[src/rtl/mrg_pkg.sv]
package mrg_pkg;
  // second-beat field positions
  localparam int unsigned VL_BIT  = 0;
  localparam int unsigned VR_BIT  = 1;
  localparam int unsigned PAR_BIT = 2;

  typedef enum logic {
    PH_B0 = 1'b0,
    PH_B1 = 1'b1
  } beat_ph_e;
endpackage

[src/rtl/mrg_framer.sv]
module mrg_framer
  import mrg_pkg::*;
(
  input  logic clk,
  input  logic rst,
  input  logic beat_first,
  output logic take_b0,
  output logic take_b1,
  output logic s1_valid
);
  beat_ph_e ph_q;

  assign take_b0 = beat_first && (ph_q == PH_B0);
  assign take_b1 = (ph_q == PH_B1);

  always_ff @(posedge clk) begin
    if (rst) begin
      ph_q     <= PH_B0;
      s1_valid <= 1'b0;
    end else begin
      ph_q     <= take_b0 ? PH_B1 : PH_B0;
      s1_valid <= take_b1;
    end
  end
endmodule

[src/rtl/mrg_link_rx.sv]
module mrg_link_rx
  import mrg_pkg::*;
#(
  parameter int unsigned NTHR = 8,
  localparam int unsigned LINE_W = 2 * NTHR
) (
  input  logic              clk,
  input  logic              rst,
  input  logic              take_b0,
  input  logic              take_b1,
  input  logic [LINE_W-1:0] lines,
  output logic [NTHR-1:0]   hit_l,
  output logic [NTHR-1:0]   hit_r,
  output logic              perr
);
  logic [LINE_W-1:0] beat0_q;

  always_ff @(posedge clk) begin
    if (rst) begin
      beat0_q <= '0;
      hit_l   <= '0;
      hit_r   <= '0;
      perr    <= 1'b0;
    end else begin
      if (take_b0) beat0_q <= lines;
      if (take_b1) begin
        hit_l <= beat0_q[NTHR-1:0]      & {NTHR{lines[VL_BIT]}};
        hit_r <= beat0_q[LINE_W-1:NTHR] & {NTHR{lines[VR_BIT]}};
        perr  <= ^{beat0_q, lines[PAR_BIT:0]};
      end
    end
  end
endmodule

[src/rtl/mrg_thr_count.sv]
module mrg_thr_count #(
  parameter int unsigned NSLOT = 16,
  parameter int unsigned CNT_W = 3,
  localparam int unsigned RAW_W = $clog2(NSLOT + 1),
  localparam int unsigned MAXC  = (1 << CNT_W) - 1
) (
  input  logic             clk,
  input  logic             rst,
  input  logic             load_raw,
  input  logic             load_out,
  input  logic [NSLOT-1:0] slots,
  output logic [CNT_W-1:0] cnt
);
  logic [RAW_W-1:0] raw_d, raw_q;

  always_comb begin
    raw_d = '0;
    for (int i = 0; i < NSLOT; i++) raw_d = raw_d + RAW_W'(slots[i]);
  end

  always_ff @(posedge clk) begin
    if (rst) begin
      raw_q <= '0;
      cnt   <= '0;
    end else begin
      if (load_raw) raw_q <= raw_d;
      if (load_out) begin
        if (int'(raw_q) > int'(MAXC)) cnt <= CNT_W'(MAXC);
        else                          cnt <= CNT_W'(raw_q);
      end
    end
  end
endmodule

[src/rtl/thr_mult_merger.sv]
module thr_mult_merger #(
  parameter int unsigned NSRC  = 8,
  parameter int unsigned NTHR  = 8,
  parameter int unsigned CNT_W = 3,
  localparam int unsigned LINE_W = 2 * NTHR,
  localparam int unsigned NSLOT  = 2 * NSRC
) (
  input  logic                   clk,
  input  logic                   rst,
  input  logic                   beat_first,
  input  logic [NSRC*LINE_W-1:0] src_lines,
  input  logic                   err_clear,
  output logic [NTHR*CNT_W-1:0]  cnt_out,
  output logic                   cnt_valid,
  output logic [NSRC-1:0]        err_flags
);
  logic take_b0, take_b1, s1_valid, s2_valid;
  logic [NTHR-1:0] hit_l [NSRC];
  logic [NTHR-1:0] hit_r [NSRC];
  logic [NSRC-1:0] perr;

  mrg_framer u_framer (
    .clk(clk), .rst(rst), .beat_first(beat_first),
    .take_b0(take_b0), .take_b1(take_b1), .s1_valid(s1_valid)
  );

  for (genvar s = 0; s < NSRC; s++) begin : g_link
    mrg_link_rx #(.NTHR(NTHR)) u_link (
      .clk(clk), .rst(rst), .take_b0(take_b0), .take_b1(take_b1),
      .lines(src_lines[s*LINE_W +: LINE_W]),
      .hit_l(hit_l[s]), .hit_r(hit_r[s]), .perr(perr[s])
    );
  end

  for (genvar t = 0; t < NTHR; t++) begin : g_thr
    logic [NSLOT-1:0] slots;
    for (genvar s = 0; s < NSRC; s++) begin : g_slot
      assign slots[2*s]   = hit_l[s][t];
      assign slots[2*s+1] = hit_r[s][t];
    end
    mrg_thr_count #(.NSLOT(NSLOT), .CNT_W(CNT_W)) u_cnt (
      .clk(clk), .rst(rst), .load_raw(s1_valid), .load_out(s2_valid),
      .slots(slots), .cnt(cnt_out[t*CNT_W +: CNT_W])
    );
  end

  always_ff @(posedge clk) begin
    if (rst) begin
      s2_valid  <= 1'b0;
      cnt_valid <= 1'b0;
      err_flags <= '0;
    end else begin
      s2_valid  <= s1_valid;
      cnt_valid <= s2_valid;
      if (err_clear)     err_flags <= '0;
      else if (s1_valid) err_flags <= err_flags | perr;
    end
  end
endmodule

[config.mk]
export PLATFORM = sky130hd
export DESIGN_NAME = thr_mult_merger
export DESIGN_NICKNAME = d
export VERILOG_FILES = /design/src/rtl/mrg_pkg.sv /design/src/rtl/mrg_framer.sv /design/src/rtl/mrg_link_rx.sv /design/src/rtl/mrg_thr_count.sv /design/src/rtl/thr_mult_merger.sv
export SDC_FILE = /design/constraint.sdc
export NUM_CORES = 1
export LEC_CHECK = 0
export BUFFER_PORTS_ARGS = -buffer_cell sky130_fd_sc_hd__buf_2
export CAP_MARGIN = 20
export CORE_MARGIN = 2
export CORE_UTILIZATION = 46
export DETAILED_ROUTE_END_ITERATION = 6
export PLACE_DENSITY = 0.73
export SYNTH_ARGS = -nofsm -noshare
export SYNTH_HDL_FRONTEND = slang
export SYNTH_SLANG_ARGS = --single-unit
export TNS_END_PERCENT = 10
[constraint.sdc]
create_clock -name clk -period 10.83 [get_ports clk]
set_clock_uncertainty 0.15 [all_clocks]
set_input_delay 2.166 -clock clk [delete_from_list [all_inputs] [get_ports clk]]
set_output_delay 2.166 -clock clk [all_outputs]
set_load 0.02 [all_outputs]
==> results of run 1 <==
==> worst register-to-register path: stages, from the launching register on <==
cell and delay, ns:
dfxtp_1 0.32, ha_1 0.30, inv_1 0.11, fa_1 0.47, fa_1 0.51, fa_1 0.58
fa_1 0.44, fa_1 0.42, fa_1 0.43, nor2b_1 0.14, o211ai_1 0.12, a21oi_1 0.19
==> layer usage <==
layer | vias up | wire (µm) | track usage (%)
met3 | 79 | 2390 | 2.74
met2 | 373 | 19300 | 36.9
met5 | - | 0 | 0
met4 | 0 | 1420 | 8.28
met1 | 5921 | 19400 | 32.0
li1 | 6091 | - | -
==> area by class of cell <==
class | instances | area (µm²) | share of cell area [%]
multi-input cells | 1210 | 8380 | 45.2
flip-flops and latches | 340 | 6810 | 36.8
clock buffers | 56 | 1130 | 6.10
repair buffers | 174 | 918 | 4.96
inverters | 169 | 634 | 3.43
well taps | 455 | 569 | 3.07
clock inverters | 8 | 73.8 | 0.399
diodes | 1 | 2.50 | 0.0135
==> layout by cell type (no fill, tap or decap), drive strengths merged, types with 38 or more instances in the layout <==
master	count
dfxtp	340
nand2	256
a21oi	191
buf	174
nor2	172
inv	170
xnor2	122
a2bb2oi	89
fa	80
clkbuf	56
ha	40
a211oi	38
==> flip-flops by register name, summed over array words and instances, names as in the netlist <==
register,flops
g_link.u_link.hit_l,64
g_link.u_link.hit_r,64
err_flags,8
g_thr.u_cnt.raw_q,40
cnt_valid,1
u_framer.s1_valid,1
g_link.u_link.beat0_q,128
u_framer.take_b1,1
g_link.u_link.perr,8
s2_valid,1
g_thr.u_cnt.cnt,24
==> cell families (layout without fill, tap and decap cells) <==
logic type,Yosys count,count (layout),synth area share [%]
compound gates,340,340,13.4
other cells,0,1,0
buf+inv,284,407,6.57
flops,340,340,41.9
fa+ha+maj,120,120,12.9
xor+xnor,138,138,8.12
mux,12,12,0.740
simple gates,600,600,16.3
==> where the power goes <==
group	leakage, nW	total, W	internal (W)	switching [W]
Combinational	4.14	0.000329	0.000156	0.000173
Clock	0.589	0.00125	0.000743	0.000510
Sequential	2.77	0.00134	0.00130	0.0000450
==> final timing paths <==
kind,end,slack (ns)
worst max-delay path,g_thr[3].u_cnt.raw_q[4],6.59
worst min-delay path,err_flags[0],0.32
worst max register to register,g_thr[3].u_cnt.raw_q[4],6.59
worst min register to register,err_flags[0],0.32
==> stage by stage <==
stage / hold WS [ns] / worst slack, ns / cell area, µm²
after floorplan: 0.296 / 6.94 / 16200
after global placement: 0.297 / 6.36 / 17300
after detailed placement: 0.305 / 6.27 / 17300
after CTS: 0.323 / 6.59 / 18500
after global routing: 0.350 / 6.41 / 18500
final: 0.316 / 6.59 / 18500
==> summary.txt, run 1 <==
Run status
  • Status: complete, no violations

Synthesis
  • Cell Area, Synth: 0.0162 mm²
  • Most numerous cell in the Yosys netlist: dfxtp_1
  • Number of enable-type register cells in the synthesized netlist: 0
  • Synth cell count leaders: dfxtp_1, nand2_1, a21oi_1
  • Syn_nets: 2086
  • Register area share after synthesis: 41.9%
  • Ys async rst share: 0%
  • Unique cell type count in the Yosys netlist: 30
  • Synthesized area per cell: 8.85 µm²
  • Share of Yosys cell area claimed by the top area cell type: 41.9%
  • Synth area leader: dfxtp_1
  • Cells taking the most area after synthesis: dfxtp_1, fa_1, xnor2_1
  • Synthesized instance count: 1834
  • Synth Register Bits: 340
  • Dominant register cell in the synthesized netlist: dfxtp_1
  • Yosys synthesis warning count: 0

Global routing
  • Global-route wire length before repair: 65500 µm
  • Total track usage: 23.0%
  • GR Overflow Total: 0
  • Number of global-route vias before repair: 11900
  • Initial antenna violation count: 1
  • Pin count of the biggest net entering global routing: 101

Worst setup path
  • R2r startpoint: g_link[0].u_link.hit_r[3]
  • Cell depth of the worst setup path: 11
  • Arrival time at the worst endpoint: 4.53 ns
  • Launch point of the critical path: g_link[0].u_link.hit_r[3]
  • Buffers and inverters on the worst path: 1
  • Critical-path maximum fanout: 2
  • Slowest cell on the critical path: fa_1
  • Largest incremental delay on the critical path: 0.58 ns
  • Worst Setup Start Kind: flop
  • Required time of the critical path: 11.12 ns
  • CP Cell Sequence: ha_1, inv_1, fa_1, fa_1, fa_1, fa_1, fa_1, fa_1, nor2b_1, o211ai_1, a21oi_1
  • Critical Path End Type: flop
  • Crit path top cell by count: fa_1
  • Kind of cell adding the most delay to the critical path: adder cells
  • R2R cell count: 11
  • Startpoint-to-endpoint class of the critical path: reg -> reg

STA
  • Final setup vio count: 0
  • Fin crit period: 4.24 ns
  • Fmax achieved: 236 MHz
  • Final cycle utilization of the critical path: 39.2%
  • Hold Fails Final Rpt: 0
  • Total Negative Setup Slacks: 0 ns
  • Slew Limit Fails: 0
  • Worst-margin pin slew: 1.08 ns
  • Worst slew margin relative to its limit: 28.2%
  • Unrepaired setup endpoints after global routing: no

Routing
  • Post-detailed-route via-to-cell ratio: 5.17
  • Post-Route WL: 42500 µm
  • Residual antenna-violating net count after detailed routing: 0
  • Vias after detailed routing: 12500
  • Total iterations of the first detailed-routing run: 7
  • Detailed router's first-iteration violation count: 985
  • Avg WL per Cell: 17.6 µm
  • DRC Markers: 0

Cells and area
  • Area growth from synthesis to layout: 14.1%
  • Fill cells: 3090
  • Number of cells in the finished layout apart from fillers: 2413
  • Fraction of layout instances using a drive strength above 1: 12.1%
  • Nets@finish: 2184
  • Utilization after layout: 53.5%

Pwr
  • VDD IR max: 0.000133 V
  • Power after layout: 0.00292 W
  • Static Leakage: 7.50 nW
  • Power density of the placed cells: 158 mW/mm²

Clocking
  • Latest clock arrival within the worst-skew pair: 0.53 ns
  • Hold buffer count at cts: 0
  • Post-CTS clock slew at the launch and capture registers of the worst setup and hold paths: 0.06 ns
  • Buffer cell driving the clock tree root: clkbuf_16
  • CTS H-tree depth: 2
  • Sinks on Clock Net: 340
  • Post-CTS Setup Inserts: 0
  • CTS tree: done
  • Cts repair resizes: 0
  • Clock buffer count from CTS: 37
  • Number of buffers on the longest clock path: 3

Worst hold path
  • Depth of the worst hold-timing path: 2
  • Hold_sp: err_flags[0]
  • HP Class: reg -> reg

Floorplanning
  • DIE AREA: 0.0368 mm²
  • I/O Pins: 165
  • Core box area: 0.0346 mm²
  • Number of standard-cell rows in the floorplan: 68
  • Starting density of the core: 46.9%
  • Chip height: 192 µm
  • Die Wd: 192 µm

Flow run
  • Maxcap violations: 0

Place
  • Number of buffers added on ports: 164
  • Gpl congestion: 0.930
  • Cell Count Post-Placement: 2347
  • Post-DP HPWL: 30900 µm
Note: power is estimated with default switching activity, not from simulation.
==> inputs of run 2 (changes only) <==
Clock period 10.83 ns to 4.3 ns, I/O delays scaled along.
==> run 2 against run 1 <==
Net effect: fmax rose by 4.3%; utilization increased by 0.31 points; non-clock buffer count decreased by 1; final cell count about the same; register-to-register slack lost 6.4 ns; final area up 0.57%; via count about the same; die area is the same; worst hold slack better by 0.0018 ns; critical path type unchanged; critical endpoint is now g_thr[0].u_cnt.raw_q[4].
==> summary.txt, run 2 (synthesis gave the netlist of run 1 again) <==
Cells and area
  • Area occupied by registers: 0.00681 mm²
  • Highest-count cells in the layout ignoring fill and taps: dfxtp_1, nand2_1, a21oi_1, nor2_1, inv_1
  • Largest reg by FF count: g_link.u_link.beat0_q
  • Area occupied by multi-input gates: 0.00838 mm²
  • Fraction of layout instances using a drive strength above 1: 12.3%
  • Leading cell type in the layout, fill and taps excluded: dfxtp_1
  • Area growth from synthesis to layout: 14.7%
  • Largest register FFs: 128
  • Largest registers in the final layout: g_link.u_link.beat0_q: 128 flops, g_link.u_link.hit_l: 64 flops, g_link.u_link.hit_r: 64 flops
  • Utilization after layout: 53.8%
  • Nets@finish: 2183
  • Fill cells: 3027

STA
  • Fin crit period: 4.07 ns
  • Worst-margin pin slew: 1.04 ns
  • Total Negative Setup Slacks: 0 ns
  • Final cycle utilization of the critical path: 94.6%
  • Final setup vio count: 0
  • Fmax achieved: 246 MHz
  • Final critical-path setup slack: 0.232 ns
  • Worst slew margin relative to its limit: 30.7%
  • Hold Fails Final Rpt: 0
  • Unrepaired setup endpoints after global routing: no
  • Slew Limit Fails: 0

Routing
  • Post-detailed-route via-to-cell ratio: 5.16
  • DRC Markers: 0
  • Avg WL per Cell: 17.6 µm
  • Post-Route WL: 42600 µm
  • Vias after detailed routing: 12500
  • Detailed router's first-iteration violation count: 973
  • Total iterations of the first detailed-routing run: 5
  • Residual antenna-violating net count after detailed routing: 0

Flow run
  • Maxcap violations: 0

Global routing
  • Number of global-route vias before repair: 11800
  • Pin count of the biggest net entering global routing: 142
  • GR Overflow Total: 0
  • Global-route wire length before repair: 66200 µm
  • Total track usage: 23.3%
  • Initial antenna violation count: 2

Pwr
  • Static Leakage: 7.55 nW
  • VDD IR max: 0.000316 V
  • Power density of the placed cells: 403 mW/mm²

Place
  • Post-DP HPWL: 31200 µm
  • Placement Setup Slack: 0.246 ns
  • Gpl congestion: 0.919
  • Number of buffers added on ports: 164

Worst setup path
  • Critical Path End Type: flop
  • Largest incremental delay on the critical path: 0.54 ns
  • Slowest cell on the critical path: fa_1
  • CP Cell Sequence: ha_1, inv_1, fa_1, fa_1, fa_1, fa_1, inv_1, fa_1, fa_1, a21o_1, nand3_1, a21oi_1
  • Startpoint-to-endpoint class of the critical path: reg -> reg
  • R2R cell count: 12
  • Worst Setup Start Kind: flop
  • Crit path top cell by count: fa_1
  • Arrival time at the worst endpoint: 4.31 ns
  • Critical-path maximum fanout: 2
  • Required time of the critical path: 4.54 ns

Floorplanning
  • Number of standard-cell rows in the floorplan: 68
  • I/O Pins: 165
  • Core box area: 0.0346 mm²
  • DIE AREA: 0.0368 mm²
  • Chip height: 192 µm
  • Die Wd: 192 µm
  • Starting density of the core: 46.9%

Clocking
  • Cts repair resizes: 0
  • Buffer cell driving the clock tree root: clkbuf_16
  • Clock buffer count from CTS: 37
  • Number of buffers on the longest clock path: 3
  • CTS H-tree depth: 2
  • Post-CTS clock slew at the launch and capture registers of the worst setup and hold paths: 0.06 ns
  • Post-CTS Setup Inserts: 0
  • Hold buffer count at cts: 0
  • CTS tree: done
  • Sinks on Clock Net: 340
  • Latest clock arrival within the worst-skew pair: 0.53 ns

Worst hold path
  • HP Class: reg -> reg
  • Depth of the worst hold-timing path: 2

Run status
  • Status: complete, no violations
[run 2: cell types whose count changed in the layout (fill, tap and decap cells not counted)]
cell        delta
buf_4          -4
clkbuf_1       -4
buf_12         +3
bufinv_16      +2
clkinv_2       +2
clkbuf_8       +1
clkinvlp_4     +1
[run 2: path summary, 6_finish.rpt]
kind,startpoint,to,slack [ns]
hold / removal,err_flags[5],err_flags[5],0.32
hold reg to reg,err_flags[5],err_flags[5],0.32
setup reg to reg,g_link[0].u_link.hit_r[0],g_thr[0].u_cnt.raw_q[4],0.23
setup / recovery,g_link[0].u_link.hit_r[0],g_thr[0].u_cnt.raw_q[4],0.23
[run 2: metrics by stage]
step	cell area, µm²	hold WS [ns]	power (W)	instances
after floorplan	16200	0.296	0.00402	1834
after global placement	17300	0.298	0.00425	2347
after detailed placement	17300	0.303	0.00427	2347
after CTS	18600	0.319	0.00755	2413
after global routing	18600	0.344	0.00778	2414
final	18600	0.318	0.00751	2414
[run 2: cell type report]
class | count | share of cell area [%]
inverters | 169 | 3.41
well taps | 455 | 3.06
multi-input cells | 1210 | 45.0
diodes | 1 | 0.0134
repair buffers | 173 | 5.09
clock inverters | 13 | 0.813
flip-flops and latches | 340 | 36.6
clock buffers | 53 | 6.06
[run 2: report_power, final]
group | switching (W) | total, W | internal [W] | leakage [nW]
clock | 0.00129 | 0.00330 | 0.00201 | 0.628
combinational | 0.000431 | 0.000826 | 0.000395 | 4.15
sequential | 0.000120 | 0.00339 | 0.00327 | 2.77
[run 2: worst max-delay path: cells and delay by family, from the launching register on]
kind,cells,cell delay (ns)
adder cells (fa/ha/maj),7,3.03
AND/OR/NAND/NOR,1,0.08
AO/OA/AOI/OAI,2,0.25
buffers and inverters,2,0.12
flip-flops,1,0.31
[run 2: layer usage]
layer | global-route usage [%] | share of wire [%]
met1 | 31.9 | 45
met2 | 38.0 | 47
met3 | 3.16 | 5.5
met4 | 7.40 | 3.0
met5 | 0 | 0.031
